==> config.mk <==
export PLATFORM = sky130hd
export DESIGN_NAME = tdc_coarse_fine
export DESIGN_NICKNAME = d
export VERILOG_FILES = /design/src/rtl/tdc_pkg.sv /design/src/rtl/tdc_coarse_ctr.sv /design/src/rtl/tdc_therm_enc.sv /design/src/rtl/tdc_hit_queue.sv /design/src/rtl/tdc_coarse_fine.sv
export SDC_FILE = /design/constraint.sdc
export NUM_CORES = 1
export LEC_CHECK = 0
export BUFFER_PORTS_ARGS = -buffer_cell sky130_fd_sc_hd__buf_2
export CAP_MARGIN = 20
export CORE_ASPECT_RATIO = 1.25
export CORE_MARGIN = 2
export CORE_UTILIZATION = 55
export DETAILED_ROUTE_END_ITERATION = 8
export GPL_ROUTABILITY_DRIVEN = 0
export PLACE_DENSITY = 0.8
export SETUP_SLACK_MARGIN = 0.1
export SLEW_MARGIN = 25
export SYNTH_ARGS = -nofsm -noshare
export SYNTH_HDL_FRONTEND = slang
export SYNTH_SLANG_ARGS = --single-unit
export TNS_END_PERCENT = 5
==> constraint.sdc <==
create_clock -name clk -period 2.7 [get_ports clk]
set_input_delay 0.27 -clock clk [delete_from_list [all_inputs] [get_ports clk]]
set_output_delay 0.27 -clock clk [all_outputs]
set_load 0.02 [all_outputs]
==> src/rtl/tdc_pkg.sv <==
package tdc_pkg;
    localparam int TDC_TAPS = 32;
    localparam int TDC_CW   = 15;
    localparam int TDC_FW   = $clog2(TDC_TAPS);

    typedef struct packed {
        logic [TDC_TAPS-1:0] taps;
        logic [TDC_CW-1:0]   prim;
        logic [TDC_CW-1:0]   half;
    } hit_rec_t;

    typedef struct packed {
        logic [TDC_CW+TDC_FW-1:0] tword;
        logic                     valid;
        logic                     err;
    } result_t;
endpackage

==> src/rtl/tdc_coarse_ctr.sv <==
module tdc_coarse_ctr
    import tdc_pkg::*;
#(
    parameter int CW = TDC_CW
) (
    input  logic          clk,
    input  logic          rst_n,
    input  logic          start_i,
    output logic [CW-1:0] prim_o,
    output logic [CW-1:0] half_o,
    output logic          roll_o
);
    localparam logic [CW-1:0] TOP = {CW{1'b1}};

    typedef struct packed {
        logic [CW-1:0] prim;
        logic [CW-1:0] half;
        logic          roll;
    } ctr_t;

    ctr_t ctr_d, ctr_q;

    always_comb begin
        ctr_d = ctr_q;
        if (start_i) begin
            ctr_d = '0;
        end else begin
            ctr_d.prim = ctr_q.prim + 1'b1;
            ctr_d.half = ctr_q.prim;
            if (ctr_q.prim == TOP) ctr_d.roll = 1'b1;
        end
    end

    always_ff @(posedge clk or negedge rst_n) begin
        if (!rst_n) ctr_q <= '0;
        else        ctr_q <= ctr_d;
    end

    assign prim_o = ctr_q.prim;
    assign half_o = ctr_q.half;
    assign roll_o = ctr_q.roll;

    // a start pulse leaves both counters and the wrap flag cleared
    p_start_clears_r10: assert property (@(posedge clk) disable iff (!rst_n)
        start_i |=> (prim_o == '0 && half_o == '0 && !roll_o));

    // the wrap edge lands on zero and raises the flag
    p_wrap_r7: assert property (@(posedge clk) disable iff (!rst_n)
        (prim_o == TOP && !start_i) |=> (prim_o == '0 && roll_o));

    // the wrap flag only falls through a start pulse
    p_roll_sticky_r7: assert property (@(posedge clk) disable iff (!rst_n)
        (roll_o && !start_i) |=> roll_o);
endmodule

==> src/rtl/tdc_therm_enc.sv <==
module tdc_therm_enc
    import tdc_pkg::*;
#(
    parameter int N = TDC_TAPS,
    parameter int W = $clog2(N)
) (
    input  logic [N-1:0] taps_i,
    output logic [W-1:0] code_o,
    output logic         err_o
);
    localparam int TW = N - 1;
    localparam logic [N-1:0] ONE = N'(1);

    logic [TW-1:0] edge_v;
    logic          multi;

    for (genvar g = 0; g < TW; g++) begin : g_edge
        assign edge_v[g] = taps_i[g] & ~taps_i[g+1];
    end

    always_comb begin
        code_o = '0;
        for (int i = TW - 1; i >= 0; i--) begin
            if (edge_v[i]) code_o = W'(i);
        end
        if (edge_v == '0 && (&taps_i)) code_o = W'(N - 1);
        multi = |(edge_v & (edge_v - TW'(1)));
        err_o = ~(taps_i[0] & ~taps_i[N-1] & (|edge_v) & ~multi);
    end

    // an error-free code always describes a clean thermometer vector
    always_comb begin
        if (err_o == 1'b0) begin
            p_therm_shape_r4: assert (taps_i == ((ONE << (int'(code_o) + 1)) - ONE));
        end
    end
endmodule

==> src/rtl/tdc_hit_queue.sv <==
module tdc_hit_queue
    import tdc_pkg::*;
(
    input  logic                clk,
    input  logic                rst_n,
    input  logic                start_i,
    input  logic                hit_i,
    input  logic [TDC_TAPS-1:0] taps_i,
    input  logic [TDC_CW-1:0]   prim_i,
    input  logic [TDC_CW-1:0]   half_i,
    output logic                stg_full_o,
    output hit_rec_t            stg_o,
    output logic                ovf_o
);
    typedef struct packed {
        hit_rec_t stg;
        hit_rec_t buff;
        logic     stg_full;
        logic     buf_full;
        logic     ovf;
    } q_t;

    q_t       q_d, q_q;
    hit_rec_t incoming;

    always_comb begin
        incoming = '{taps: taps_i, prim: prim_i, half: half_i};
        q_d = q_q;
        if (q_q.stg_full) begin
            q_d.stg_full = 1'b0;
            if (hit_i) begin
                if (q_q.buf_full) begin
                    q_d.ovf = 1'b1;
                end else begin
                    q_d.buff     = incoming;
                    q_d.buf_full = 1'b1;
                end
            end
        end else if (q_q.buf_full) begin
            q_d.stg      = q_q.buff;
            q_d.stg_full = 1'b1;
            if (hit_i) q_d.buff = incoming;
            else       q_d.buf_full = 1'b0;
        end else if (hit_i) begin
            q_d.stg      = incoming;
            q_d.stg_full = 1'b1;
        end
        if (start_i) q_d.ovf = 1'b0;
    end

    always_ff @(posedge clk or negedge rst_n) begin
        if (!rst_n) q_q <= '0;
        else        q_q <= q_d;
    end

    assign stg_full_o = q_q.stg_full;
    assign stg_o      = q_q.stg;
    assign ovf_o      = q_q.ovf;

    // the pending stage is never refilled on the edge that empties it
    p_no_refill_r8: assert property (@(posedge clk) disable iff (!rst_n)
        stg_full_o |=> !stg_full_o);

    // a hit meeting a full stage and a full buffer raises overflow
    p_drop_r9: assert property (@(posedge clk) disable iff (!rst_n)
        (q_q.stg_full && q_q.buf_full && hit_i && !start_i) |=> ovf_o);

    // overflow stays up until a start pulse
    p_ovf_sticky_r9: assert property (@(posedge clk) disable iff (!rst_n)
        (ovf_o && !start_i) |=> ovf_o);
endmodule

==> src/rtl/tdc_coarse_fine.sv <==
module tdc_coarse_fine
    import tdc_pkg::*;
(
    input  logic                       clk,
    input  logic                       rst_n,
    input  logic                       start_i,
    input  logic                       hit_i,
    input  logic [TDC_TAPS-1:0]        taps_i,
    output logic [TDC_CW+TDC_FW-1:0]   time_o,
    output logic                       valid_o,
    output logic                       fine_err_o,
    output logic                       rollover_o,
    output logic                       overflow_o
);
    localparam logic [TDC_FW-1:0] MID = TDC_FW'(TDC_TAPS / 2);

    logic [TDC_CW-1:0] prim, half, coarse_sel;
    logic              roll, stg_full, ovf, enc_err;
    logic [TDC_FW-1:0] code;
    hit_rec_t          stg;
    result_t           res_d, res_q;

    tdc_coarse_ctr #(.CW(TDC_CW)) u_ctr (
        .clk    (clk),
        .rst_n  (rst_n),
        .start_i(start_i),
        .prim_o (prim),
        .half_o (half),
        .roll_o (roll)
    );

    tdc_hit_queue u_queue (
        .clk       (clk),
        .rst_n     (rst_n),
        .start_i   (start_i),
        .hit_i     (hit_i),
        .taps_i    (taps_i),
        .prim_i    (prim),
        .half_i    (half),
        .stg_full_o(stg_full),
        .stg_o     (stg),
        .ovf_o     (ovf)
    );

    tdc_therm_enc #(.N(TDC_TAPS), .W(TDC_FW)) u_enc (
        .taps_i(stg.taps),
        .code_o(code),
        .err_o (enc_err)
    );

    always_comb begin
        coarse_sel  = (code < MID) ? stg.half : stg.prim;
        res_d       = res_q;
        res_d.valid = stg_full;
        if (stg_full) begin
            res_d.tword = {coarse_sel, code};
            res_d.err   = enc_err;
        end
    end

    always_ff @(posedge clk or negedge rst_n) begin
        if (!rst_n) res_q <= '0;
        else        res_q <= res_d;
    end

    assign time_o     = res_q.tword;
    assign valid_o    = res_q.valid;
    assign fine_err_o = res_q.err;
    assign rollover_o = roll;
    assign overflow_o = ovf;

    // results are single-cycle strobes, never back to back
    p_valid_gap_r6: assert property (@(posedge clk) disable iff (!rst_n)
        valid_o |=> !valid_o);

    // time word only changes together with a valid strobe
    p_word_stable_r6: assert property (@(posedge clk) disable iff (!rst_n)
        !valid_o |=> (valid_o || $stable(time_o)));
endmodule

==> impl_metrics.env <==
export IMPL_status="finished clean"
export IMPL_drcViolationCount=0
export IMPL_synth_flop_cell="dfrtp_1"
export IMPL_critPathCaptureType="flop"
export IMPL_cts_sinks=180
export IMPL_ys_ff_latch=180
export IMPL_cellLeakagePower_uw=0.004452
export IMPL_drtAntennaViolNets=0
export IMPL_worstPathRequired_ps=2990
export IMPL_synth_area_mm2=0.008482
export IMPL_initial_core_util_pct=56.49
export IMPL_rsz0062_at_grt="no"
export IMPL_drv_cap=0
export IMPL_synthMuxAreaShare_pct=17.42
export IMPL_whs_ps=82.55
export IMPL_grt_pass1_wl_um=28680
export IMPL_antenna_found_initial=0
export IMPL_routed_wl_um=17230
export IMPL_drive_gt1_share_pct=22.43
export IMPL_yosys_top_cells_area="dfrtp_1 53%, mux2i_1 9.3%, mux2_2 8.1%"
export IMPL_grt_usage_pct=22.26
export IMPL_vdd_drop_max_uv=558.2
export IMPL_cts_tree="built"
export IMPL_drtPass1Iterations=4
export IMPL_cp_start_kind="flop"
export IMPL_wire_per_inst_um=16.74
export IMPL_final_nets=871
export IMPL_syn_instance_count=786
export IMPL_critical_path_max_stage_delay_ps=460
export IMPL_cp_top_family="compound AO/OA/AOI/OAI gates"
export IMPL_synth_edf_count=0
export IMPL_async_flop_share_pct=100.0
export IMPL_fin_worst_skew_ps=10.69
export IMPL_final_period_utilization_pct=81.93
export IMPL_synthSimpleGateAreaFrac_pct=12.86
export IMPL_grt_max_degree=80
export IMPL_coreArea_mm2=0.01501
export IMPL_synth_xor_area_share_pct=1.033
export IMPL_finalPower_uw=10820
export IMPL_setup_viol=0
export IMPL_topRoutingLayerUsed="met4"
export IMPL_worst_slew_pin_slew_ps=688.5
export IMPL_wl_met1_um=7700
export IMPL_worst_path_buf_inv=0
export IMPL_viasPerCell=5.737
export IMPL_rows=50
export IMPL_slew_headroom_pct=54.10
export IMPL_clock_latency_ps=430
export IMPL_syn2layout_area_growth_pct=12.92
export IMPL_antenna_cells=0
export IMPL_yosysMostFrequentCell="dfrtp_1"
export IMPL_fmax_ghz=0.4520
export IMPL_critical_path_cell_chain="nor2_1, a21oi_1, o31ai_4, nand3_4, a31oi_1, mux2i_1, a2111oi_0, a31oi_1"
export IMPL_cts_max_level=4
export IMPL_routed_wl_met3_um=510
export IMPL_fin_crit_ps=2212
export IMPL_die_height_um=142.8
export IMPL_worstPathMaxFanout=7
export IMPL_hp_class="input pin to flop"
export IMPL_synth_fp_nets=823
export IMPL_vias=5903
export IMPL_synth_distinct_cells=68
export IMPL_finalSetupTns_ps=0
export IMPL_stdcell_count=1029
export IMPL_netlist_area_leader_share_pct=53.11
export IMPL_drtIter0Drc=552
export IMPL_netlist_top_cells_count="180 x dfrtp_1, 87 x nand2_1, 81 x o21ai_0"
export IMPL_seq_area_frac_synth_pct=53.11
export IMPL_die_width_um=115.1
export IMPL_grt_pass1_vias=5842
export IMPL_cpMostUsedCell="a31oi_1"
export IMPL_synth_compound_area_share_pct=11.89
export IMPL_hold_viol=0
export IMPL_fillers=1144
export IMPL_cts_inserted_buffers=17
export IMPL_clock_path_buffers=2
export IMPL_yosys_area_top_type="dfrtp_1"
export IMPL_io_buffers=59
export IMPL_yosys_area_share_adder_pct=0.2655
export IMPL_post_cts_setup_buffer_count=0
export IMPL_arrival_ps=2510
export IMPL_wl_met2_um=8501
export IMPL_cts_root_buf="clkbuf_16"
export IMPL_dp_cells=996
export IMPL_post_route_util_pct=63.79
export IMPL_io_pins=60
export IMPL_power_density_mw_per_mm2=1130
export IMPL_grt_ovfl_total=0
export IMPL_critPathKind="flop to flop"
export IMPL_hpwl_um=11610
export IMPL_cp_slowest_cell="dfrtp_1"
export IMPL_drv_slew=0
export IMPL_yosysWarningCount=0
export IMPL_synth_top_family_by_area="multiplexers"
export IMPL_synth_avg_cell_area_um2=10.79
export IMPL_path_clk_slew_ps=70
export IMPL_dieArea_mm2=0.01644
[placed cells by master (no fill, tap or decap), types with 9 or more instances in the layout]
cell type,instances
o21ai_0,81
a21oi_1,39
nor2_1,58
clkbuf_16,17
nand2b_1,13
nor2b_1,21
buf_2,58
mux2i_1,79
mux2_2,61
nand2_1,86
a31oi_1,9
dfrtp_1,179
inv_1,18
[flip-flops by register name, summed over array words and instances, names as in the netlist]
register            cells
u_ctr.roll_o            1
fine_err_o              1
u_queue.ovf_o           1
u_queue.stg_o          62
u_queue.q_q            63
u_queue.stg_full_o      1
u_ctr.half_o           15
u_ctr.prim_o           15
valid_o                 1
time_o                 20
[worst paths after layout]
path                                                  to                          start  slack [ps]  cells past startpoint
setup / recovery                  fine_err_o$_DFFE_PN0P_  u_queue.stg_o[41]$_DFFE_PN0P_         490                      8
hold / removal               u_queue.q_q[36]$_DFFE_PN0P_                      taps_i[3]          80                      2
setup reg to reg                  fine_err_o$_DFFE_PN0P_  u_queue.stg_o[41]$_DFFE_PN0P_         490                      8
hold reg to reg                    time_o[2]$_DFFE_PN0P_          time_o[2]$_DFFE_PN0P_         480                      1
max in group asynchronous  u_queue.stg_o[20]$_DFFE_PN0P_                          rst_n        1430                      3
min in group asynchronous    u_queue.q_q[47]$_DFFE_PN0P_                          rst_n         420                      2
[power by group]
part	total (uW)	switching [uW]	leakage (uW)	internal, uW
Combinational	4100	2370	0.00182	1730
Clock	2560	1120	0.000302	1430
Sequential	4170	728	0.00233	3440
[timing repair]
action / in CTS / in global routing
hold buffers: 1 / 0
gates resized for setup: 0 / 0
endpoints found under the setup margin: 0 / 0
endpoints found under the hold margin: 69 / 0
[metal layers]
| metal | up-vias | global-route usage (%) |
|---|---|---|
| met2 | 111 | 36.22 |
| li1 | 2853 | - |
| met4 | 0 | 9.892 |
| met3 | 36 | 4.372 |
| met5 | - | 0 |
| met1 | 2903 | 28.94 |
[stage by stage]
step / cell area [um^2] / setup WS, ps
after floorplan: 8482 / 716.5
after global placement: 8917 / 563.9
after detailed placement: 8945 / 526.2
after CTS: 9578 / 481.9
after global routing: 9578 / 178.7
final: 9578 / 487.8
[final cells by class]
type	instances	area, um^2	area share, %
sequential	180	4508	47.07
multi-input combinational	545	3692	38.55
timing repair buffer	72	459.2	4.794
clock buffer	18	439.2	4.585
tap	182	227.7	2.378
clock inverter	14	183.9	1.920
inverter	18	67.56	0.7054
[logic make-up after synthesis]
kind of cell | after synthesis
buf+inv | 61
fa+ha+maj | 2
mux | 140
simple gates | 226
xor+xnor | 10
compound gates | 167
flops | 180
(Power assumes the default switching activity.)
